<file path="config.mk">
export PLATFORM = sky130hd
export DESIGN_NAME = trap_csr_file
export DESIGN_NICKNAME = d
export VERILOG_FILES = /design/src/rtl/trap_csr_pkg.sv /design/src/rtl/trap_csr_epc_legal.sv /design/src/rtl/trap_csr_bank.sv /design/src/rtl/trap_csr_arch.sv /design/src/rtl/trap_csr_file.sv
export SDC_FILE = /design/constraint.sdc
export NUM_CORES = 1
export LEC_CHECK = 0
export BUFFER_PORTS_ARGS = -buffer_cell sky130_fd_sc_hd__buf_2
export CAP_MARGIN = 20
export CORE_ASPECT_RATIO = 1.4
export CORE_MARGIN = 2
export CORE_UTILIZATION = 50
export DETAILED_ROUTE_END_ITERATION = 10
export PLACE_DENSITY = 0.7
export SLEW_MARGIN = 20
export SYNTH_ARGS = -nofsm -noshare
export SYNTH_HDL_FRONTEND = slang
export SYNTH_SLANG_ARGS = --single-unit
</file>
<file path="constraint.sdc">
create_clock -name clk_i -period 2.7 [get_ports clk_i]
set_clock_uncertainty 0.05 [all_clocks]
set_input_delay 0.135 -clock clk_i [delete_from_list [all_inputs] [get_ports clk_i]]
set_output_delay 0.135 -clock clk_i [all_outputs]
set_load 0.01 [all_outputs]
</file>
<file path="src/rtl/trap_csr_pkg.sv">
package trap_csr_pkg;
  localparam int XLEN = 64;
  localparam int AW   = 12;

  typedef enum logic [1:0] {
    PRIV_U   = 2'b00,
    PRIV_S   = 2'b01,
    PRIV_RSV = 2'b10,
    PRIV_M   = 2'b11
  } priv_e;

  typedef enum logic [1:0] {
    XL_BAD = 2'b00,
    XL_32  = 2'b01,
    XL_64  = 2'b10,
    XL_128 = 2'b11
  } xl_e;

  localparam logic [AW-1:0] A_MSTATUS = 12'h300;
  localparam logic [AW-1:0] A_MISA    = 12'h301;
  localparam logic [AW-1:0] A_MEPC    = 12'h341;
  localparam logic [AW-1:0] A_SEPC    = 12'h141;

  // plain registers: index 0..5 = mscratch, mcause, mtval, sscratch, scause, stval
  localparam int N_PLAIN = 6;
  localparam logic [N_PLAIN-1:0][AW-1:0] PLAIN_ADDR =
    {12'h143, 12'h142, 12'h140, 12'h343, 12'h342, 12'h340};

  localparam int N_EPC = 2;
  localparam logic [N_EPC-1:0][AW-1:0] EPC_ADDR = {A_SEPC, A_MEPC};

  // ISA register bit positions
  localparam int ISA_A = 0;
  localparam int ISA_C = 2;
  localparam int ISA_D = 3;
  localparam int ISA_F = 5;
  localparam int ISA_M = 12;
  // status register width fields (low bit of each pair)
  localparam int ST_SXL_LO = 34;
  localparam int ST_UXL_LO = 32;
endpackage

</file>
<file path="src/rtl/trap_csr_epc_legal.sv">
module trap_csr_epc_legal
  import trap_csr_pkg::*;
#(
  parameter int W = XLEN
) (
  input  logic         rvc_i,
  input  logic [W-1:0] d_i,
  output logic [W-1:0] q_o
);
  logic [W-1:0] mask;

  always_comb begin
    mask    = '1;
    mask[0] = 1'b0;
    if (!rvc_i) mask[1] = 1'b0;
    q_o = d_i & mask;
  end
endmodule

</file>
<file path="src/rtl/trap_csr_bank.sv">
module trap_csr_bank
  import trap_csr_pkg::*;
#(
  parameter int              W           = XLEN,
  parameter logic [W-1:0]    MISA_RST    = '0,
  parameter logic [W-1:0]    MSTATUS_RST = '0
) (
  input  logic          clk_i,
  input  logic          rst_ni,
  input  logic [AW-1:0] addr_i,
  input  logic          we_i,
  input  logic [W-1:0]  wdata_i,
  output logic [W-1:0]  rdata_o,
  output logic [W-1:0]  misa_o,
  output logic [W-1:0]  mstatus_o
);
  logic [N_PLAIN-1:0][W-1:0] plain_q;
  logic [N_EPC-1:0][W-1:0]   epc_q;
  logic [W-1:0]              misa_q, mstatus_q, epc_wdata;
  logic [N_PLAIN-1:0]        plain_hit;
  logic [N_EPC-1:0]          epc_hit;
  logic                      hit_any;

  trap_csr_epc_legal #(.W(W)) u_legal (
    .rvc_i (misa_q[ISA_C]),
    .d_i   (wdata_i),
    .q_o   (epc_wdata)
  );

  for (genvar i = 0; i < N_PLAIN; i++) begin : g_plain_dec
    assign plain_hit[i] = (addr_i == PLAIN_ADDR[i]);
  end
  for (genvar e = 0; e < N_EPC; e++) begin : g_epc_dec
    assign epc_hit[e] = (addr_i == EPC_ADDR[e]);
  end

  assign hit_any = (|plain_hit) | (|epc_hit) | (addr_i == A_MISA) | (addr_i == A_MSTATUS);

  always_ff @(posedge clk_i or negedge rst_ni) begin
    if (!rst_ni) begin
      plain_q   <= '0;
      epc_q     <= '0;
      misa_q    <= MISA_RST;
      mstatus_q <= MSTATUS_RST;
    end else if (we_i) begin
      for (int i = 0; i < N_PLAIN; i++)
        if (plain_hit[i]) plain_q[i] <= wdata_i;
      for (int e = 0; e < N_EPC; e++)
        if (epc_hit[e]) epc_q[e] <= epc_wdata;
      if (addr_i == A_MISA)    misa_q    <= wdata_i;
      if (addr_i == A_MSTATUS) mstatus_q <= wdata_i;
    end
  end

  always_comb begin
    rdata_o = '0;
    for (int i = 0; i < N_PLAIN; i++)
      if (plain_hit[i]) rdata_o = plain_q[i];
    for (int e = 0; e < N_EPC; e++)
      if (epc_hit[e]) rdata_o = epc_q[e];
    if (addr_i == A_MISA)    rdata_o = misa_q;
    if (addr_i == A_MSTATUS) rdata_o = mstatus_q;
  end

  assign misa_o    = misa_q;
  assign mstatus_o = mstatus_q;

  AST_EPC_BIT0: assert property (@(posedge clk_i) disable iff (!rst_ni)
    (epc_q[0][0] == 1'b0) && (epc_q[1][0] == 1'b0));
  AST_EPC_NORVC: assert property (@(posedge clk_i) disable iff (!rst_ni)
    (we_i && (addr_i == A_MEPC) && !misa_q[ISA_C]) |=> (epc_q[0][1:0] == 2'b00));
  AST_EPC_RVC_KEEP: assert property (@(posedge clk_i) disable iff (!rst_ni)
    (we_i && (addr_i == A_SEPC) && misa_q[ISA_C]) |=> (epc_q[1][1] == $past(wdata_i[1])));
  AST_PLAIN_STORE: assert property (@(posedge clk_i) disable iff (!rst_ni)
    (we_i && plain_hit[0]) |=> (plain_q[0] == $past(wdata_i)));
  AST_UNMAPPED_HOLD: assert property (@(posedge clk_i) disable iff (!rst_ni)
    (we_i && !hit_any) |=> ($stable(plain_q) && $stable(epc_q) && $stable(misa_q) && $stable(mstatus_q)));
  AST_EPC_NO_REWRITE: assert property (@(posedge clk_i) disable iff (!rst_ni)
    !(we_i && (|epc_hit)) |=> $stable(epc_q));
endmodule

</file>
<file path="src/rtl/trap_csr_arch.sv">
module trap_csr_arch
  import trap_csr_pkg::*;
#(
  parameter int W = XLEN
) (
  input  logic         clk_i,
  input  logic         rst_ni,
  input  logic [1:0]   priv_i,
  input  logic [W-1:0] misa_i,
  input  logic [W-1:0] mstatus_i,
  output logic [1:0]   xlen_o,
  output logic         rv32_mode_o,
  output logic         xlen_err_o,
  output logic         has_amo_o,
  output logic         has_rvc_o,
  output logic         has_muldiv_o,
  output logic         has_fp_o
);
  localparam int MXL_LO = W - 2;

  logic [1:0] code;
  logic       err_q;

  always_comb begin
    unique case (priv_i)
      PRIV_M:  code = misa_i[MXL_LO+1:MXL_LO];
      PRIV_S:  code = mstatus_i[ST_SXL_LO+1:ST_SXL_LO];
      PRIV_U:  code = mstatus_i[ST_UXL_LO+1:ST_UXL_LO];
      default: code = XL_BAD;
    endcase
  end

  always_ff @(posedge clk_i or negedge rst_ni) begin
    if (!rst_ni)            err_q <= 1'b0;
    else if (code == XL_BAD) err_q <= 1'b1;
  end

  assign xlen_o       = code;
  assign rv32_mode_o  = (code == XL_32);
  assign xlen_err_o   = err_q;
  assign has_amo_o    = misa_i[ISA_A];
  assign has_rvc_o    = misa_i[ISA_C];
  assign has_muldiv_o = misa_i[ISA_M];
  assign has_fp_o     = misa_i[ISA_F] | misa_i[ISA_D];

  AST_ERR_STICKY: assert property (@(posedge clk_i) disable iff (!rst_ni)
    err_q |=> err_q);
  AST_ERR_SET: assert property (@(posedge clk_i) disable iff (!rst_ni)
    (xlen_o == XL_BAD) |=> xlen_err_o);
  AST_RSV_PRIV: assert property (@(posedge clk_i) disable iff (!rst_ni)
    (priv_i == PRIV_RSV) |-> (xlen_o == XL_BAD) && !rv32_mode_o);
endmodule

</file>
<file path="src/rtl/trap_csr_file.sv">
module trap_csr_file
  import trap_csr_pkg::*;
#(
  parameter logic [XLEN-1:0] MISA_RST    = 64'h8000_0000_0000_102D,
  parameter logic [XLEN-1:0] MSTATUS_RST = 64'h0000_000A_0000_0000
) (
  input  logic            clk_i,
  input  logic            rst_ni,
  input  logic [1:0]      priv_i,
  input  logic [AW-1:0]   csr_addr_i,
  input  logic            csr_we_i,
  input  logic [XLEN-1:0] csr_wdata_i,
  output logic [XLEN-1:0] csr_rdata_o,
  output logic [1:0]      xlen_o,
  output logic            rv32_mode_o,
  output logic            xlen_err_o,
  output logic            has_amo_o,
  output logic            has_rvc_o,
  output logic            has_muldiv_o,
  output logic            has_fp_o
);
  logic [XLEN-1:0] misa, mstatus;

  trap_csr_bank #(
    .W           (XLEN),
    .MISA_RST    (MISA_RST),
    .MSTATUS_RST (MSTATUS_RST)
  ) u_bank (
    .clk_i     (clk_i),
    .rst_ni    (rst_ni),
    .addr_i    (csr_addr_i),
    .we_i      (csr_we_i),
    .wdata_i   (csr_wdata_i),
    .rdata_o   (csr_rdata_o),
    .misa_o    (misa),
    .mstatus_o (mstatus)
  );

  trap_csr_arch #(.W(XLEN)) u_arch (
    .clk_i        (clk_i),
    .rst_ni       (rst_ni),
    .priv_i       (priv_i),
    .misa_i       (misa),
    .mstatus_i    (mstatus),
    .xlen_o       (xlen_o),
    .rv32_mode_o  (rv32_mode_o),
    .xlen_err_o   (xlen_err_o),
    .has_amo_o    (has_amo_o),
    .has_rvc_o    (has_rvc_o),
    .has_muldiv_o (has_muldiv_o),
    .has_fp_o     (has_fp_o)
  );

  AST_RV32_CODE: assert property (@(posedge clk_i) disable iff (!rst_ni)
    rv32_mode_o |-> (xlen_o == 2'b01));
endmodule

</file>
## Yosys cells after proc, flatten, opt, wreduce, memory -nomap -nowiden

Index checks and enable logic that the tools add are counted.

- Register bits after elaboration: 641
- Bits in latches: 0
- Bits in writable memories: 0
- ROM bits: 0
- Input port bits: 81
- Output and inout port bits: 72
- Logic and storage cells: 50
- Memories: 0

- Add/sub/neg operators: 0
- $mul: 0
- Divide/modulo/power cells: 0
- $lt $le $gt $ge: 0
- Equality and inequality tests: 13
- Shift-type cells: 0
- Mux-type cells: 12
- Bitwise gates (word level): 2
- Reductions and logical operators: 12

Operators by type and width:

| cell | count |
|---|---|
| $mux 64 | 10 |
| $eq 12x10->1 const B | 6 |
| $and 64x64->64 | 1 |
| $eq 12x9->1 const B | 4 |
| $reduce_and 2->1 | 10 |
| $pmux 2 s3 | 1 |
| $eq 2x1->1 const B | 2 |
| $logic_not 2->1 | 2 |
| $eq 2x2->1 const B | 1 |
| $mux 1 | 1 |
| $or 1x1->1 | 1 |

## Depth between registers and ports, before layout

- Depth after elaboration: 11
- Depth in mapped cells: 9
- Depth with buffers taken out: 5

## Modules after synthesis

A second synthesis with hierarchy kept.

- Cells, all modules: 2346
- Area total of the unflattened synthesis: 30277.8 um2

Modules (own cells, without submodules):

| module | instances | cells an instance | area each (um2) | seq. area each (um2) |
|---|---|---|---|---|
| trap_csr_bank | 1 | 2268 | 29679.7 | 16025.4 |
| trap_csr_epc_legal | 1 | 65 | 483.0 | 0.0 |
| trap_csr_arch | 1 | 13 | 115.1 | 25.0 |

## Worst setup path after synthesis

Ideal clock, no wire load.

- Kind: input-to-output
- Start: input csr_addr_i[6]
- End: output csr_rdata_o[22]
- Arrival: 1708 ps
- Required time: 2515 ps
- Path slack: 807 ps
- Stages on the path: 9
- Buffers on the path: 4
- Path through: buf_2 and4bb_2 and2_1 buf_2 buf_2 buf_2 a221oi_1 o21ai_0 a31oi_1

- Word-level cells in the longest chain between the ends: 11
- Elaborated cells on any way between the ends: 20
- Those cells by class: 10 x eq/ne; 10 x mux

Ends and longest elaborated chain:

| what | RTL line | RTL |
|---|---|---|
| start: declaration | trap_csr_file.sv:10 | `input logic [AW-1:0] csr_addr_i,` |
| $eq 12x10->1 | trap_csr_bank.sv:31 | `assign plain_hit[i] = (addr_i == PLAIN_ADDR[i]);` |
| $mux 64 (6 in series) | trap_csr_bank.sv:58 | `if (plain_hit[i]) rdata_o = plain_q[i];` |
| $mux 64 (2 in series) | trap_csr_bank.sv:60 | `if (epc_hit[e]) rdata_o = epc_q[e];` |
| $mux 64 | trap_csr_bank.sv:61 | `if (addr_i == A_MISA) rdata_o = misa_q;` |
| $mux 64 (*) | trap_csr_bank.sv:62 | `if (addr_i == A_MSTATUS) rdata_o = mstatus_q;` |
| end: declaration | trap_csr_file.sv:13 | `output logic [XLEN-1:0] csr_rdata_o,` |

Mark *: on every way between the ends. The rest lies on a longest branch, timed or not.

## Final worst setup path

- Start: input csr_addr_i[10]
- End: output csr_rdata_o[5]

Same word-level chain as after synthesis.

==> results_dict.tcl <==
set metrics [dict create \
    worst-r2r-cell-count 5 \
    rr_startpoint "u_bank.misa_o[62]" \
    vias 21900 \
    syn_nets 2519 \
    postCtsSetupBuffers 0 \
    synth.yosys.warnings 0 \
    p_leak_uw 0.0172 \
    ant_nets 0 \
    ioPinCount 153 \
    crit_buf_inv 4 \
    power_frac_clock_pct 44.8 \
    cp_cell_sequence "buf_2 > and4bb_4 > buf_4 > o2111ai_1 > a221oi_2 > o21ai_0 > a31oi_1 > buf_4 > buf_2" \
    switchingPower_uw 4370 \
    p_seq_share_pct 50.4 \
    fin_crit_ns 2.65 \
    internal-power_uw 14800 \
    cts_root_buffer "clkbuf_16" \
    routed-wl-met2_mm 45.5 \
    grt_pass1_wl_mm 137 \
    grt_max_degree 107 \
    track_usage_pct 28.7 \
    drt_wl_total_mm 90.0 \
    drt_pre_antenna_iters 5 \
    yosys-top-cells-area "dfrtp_1 (52%), mux2_2 (22%), mux2_1 (2.4%)" \
    setup_viol 0 \
    cts_buffer_depth 3 \
    avgSynthCellArea_um2 12.5 \
    cts_tree "yes" \
    antenna_found_initial 4 \
    routed.top_layer "met5" \
    port_buffers 152 \
    synth_cell_types 60 \
    maxCapViolations 0 \
    drive_above_1_share_pct 40.7 \
    synth_top_area_share_pct 51.9 \
    pre_cts_ws_ns 0.0300 \
    cts-buffers-inserted 61 \
    avgRoutedWirePerCell_um 26.2 \
    start_util_pct 50.3 \
    slew_headroom_pct 45.8 \
    period_share_pct 98.1 \
    synth.cells.most_frequent "dfrtp_1 (631), mux2_2 (602), nor2_1 (98)" \
    syn-cell-area_um2 30500 \
    dp_hpwl_mm 56.1 \
    fp.dieW_um 213 \
    vdd_drop_max_v 0.000548 \
    cp.depth 9 \
    drv_slew 0 \
    die_h_um 296 \
    clkTransAtPathRegs_ns 0.06 \
    drt_iter0_drc 1668 \
    rr_endpoint "u_arch.xlen_err_o" \
    place_area_um2 32400 \
    syn_to_final_growth_pct 15.3 \
    overflow 0 \
    drc 0 \
    r2r_slack_ns 0.55 \
    swShare_pct 22.8 \
    synthArstFlopShare_pct 100 \
    yosysTopAreaCell "dfrtp_1" \
    status "complete, no violations" \
    cp-end-kind "output pin" \
    final_nets 2641 \
    tightest_slew_ns 0.812 \
    finalSetupTns_ns 0 \
    seq_area_frac_synth_pct 52.5 \
    ys_seq_elements 639 \
    critPathMaxStageDelay_ns 0.48 \
    crit_arrival_ns 2.46 \
    grt_pass1_vias 23100 \
    design.die.area_um2 62900 \
    core-area_um2 60500 \
    cp_data_required_time_ns 2.52 \
    stdcell_count 3430 \
    rows 107 \
    synth.most_common_cell "dfrtp_1" \
    final_util_pct 58.0 \
    wl_met1_mm 34.8 \
    fillerInstances 4933 \
    clock-sinks 639 \
    power_frac_comb_pct 4.8 \
    worst_slack_ns 0.0518 \
    worstSkewPairLatency_ns 0.63 \
    power.density_nw_per_um2 545 \
    synthFlopType "dfrtp_1" \
    vias_per_cell 6.39 \
    wl_met3_mm 5.41 \
    synth_edf_count 0 \
    crit_path_top_delay_cell "and4bb_4" \
    crit_path_start_kind "primary input" \
    crit_type "primary input to output pin" \
    worst_path_dominant_cell_family "compound AO/OA/AOI/OAI gates" \
    gp_congestion 0.875 \
    htree_levels 2 \
    fmax_ghz 0.378 \
    stdcell_area_um2 35100 \
    synthCells 2438 \
    dp.cells 3245 \
    final_hold_viol_count 0 \
    min_path_type "primary input to asynchronous set/reset pin" \
    crit_fanout 24 \
]
power groups by stage:
stage	Sequential [uW]	Combinational, uW	Clock (uW)
2_1_floorplan	9810	357	0
3_3_place_gp	9810	803	0
3_5_place_dp	9810	828	0
4_1_cts	9640	919	8690
5_1_grt	9640	994	9090
6_report	9640	917	8580
layer usage:
layer  global-route usage [%]  vias to the layer above
li1                         -                     9375
met1                     35.0                    11500
met2                     49.5                      883
met3                     3.82                      221
met4                     15.1                        2
met5                        0                        -
logic make-up after synthesis:
family	count (synthesis)	synth area share, %
flip-flops	639	52.5
multiplexers	712	26.1
buffers and inverters	274	4.18
AND/OR/NAND/NOR	373	6.30
AO/OA/AOI/OAI	440	10.8
layout make-up:
class                   count  area, um2  share of cell area, %
flip-flops and latches    639      16000                   45.6
multi-input cells        1525      13400                   38.0
repair buffers            332       2740                   7.80
clock buffers              89       1750                   5.00
well taps                 817       1020                   2.91
clock inverters            23        224                  0.638
diodes                      4       10.0                 0.0285
inverters                   1       6.26                 0.0178
worst max-delay path by stage:
stage / startpoint / end / slack (ns)
6_report: csr_addr_i[10] / csr_rdata_o[5] / 0.05
5_1_grt: csr_addr_i[10] / csr_rdata_o[5] / -0.02
4_1_cts: csr_addr_i[9] / csr_rdata_o[37] / 0.02
3_5_place_dp: csr_addr_i[9] / csr_rdata_o[37] / 0.03
3_3_place_gp: csr_addr_i[9] / csr_rdata_o[37] / 0.05
2_1_floorplan: csr_addr_i[6] / csr_rdata_o[22] / 0.81
layout by cell type (no fill, tap or decap), drive strengths merged, types with 3 or more instances in the layout:
cell type,synthesis,layout
a21oi,33,33
a221o,19,19
a221oi,29,29
a22oi,6,6
a31oi,35,35
a32oi,19,19
and3,7,7
buf,182,264
bufinv,0,4
clkbuf,91,89
clkinv,0,16
dfrtp,631,631
dfstp,8,8
diode,0,4
dlygate4sd3,0,68
mux2,668,668
mux2i,44,44
nand2,92,92
nand2b,7,7
nand3,13,13
nand4,55,55
nor2,99,99
nor2b,6,6
nor3,52,52
nor4b,3,3
o2111ai,48,48
o21ai,74,74
o221a,35,35
o221ai,34,34
o22a,19,19
o22ai,71,71
o2bb2ai,5,5
or2,23,23
or4,6,6
stage by stage:
step,hold slack (ns),power [uW]
6_report,0.161,19100
5_1_grt,0.184,19700
4_1_cts,0.166,19200
3_5_place_dp,0.0422,10600
3_3_place_gp,0.0429,10600
2_1_floorplan,-0.211,10200
worst min-delay path, stage by stage:
cell and delay [ns]:
dlygate4sd3_1 0.56, buf_8 0.25, buf_12 0.26
sequential cells by signal, summed over array words and instances (netlist names):
register	count
u_arch.xlen_err_o	1
u_bank.epc_q	126
u_bank.misa_o	64
u_bank.mstatus_o	64
u_bank.plain_q	384
timing repair:
item / in CTS / in global routing
hold endpoints to repair: 1138 / 0
gates resized for setup: 0 / 3
endpoints found under the setup margin: 0 / 7
hold buffers: 69 / 0
Power figures use the tool's default switching activity.
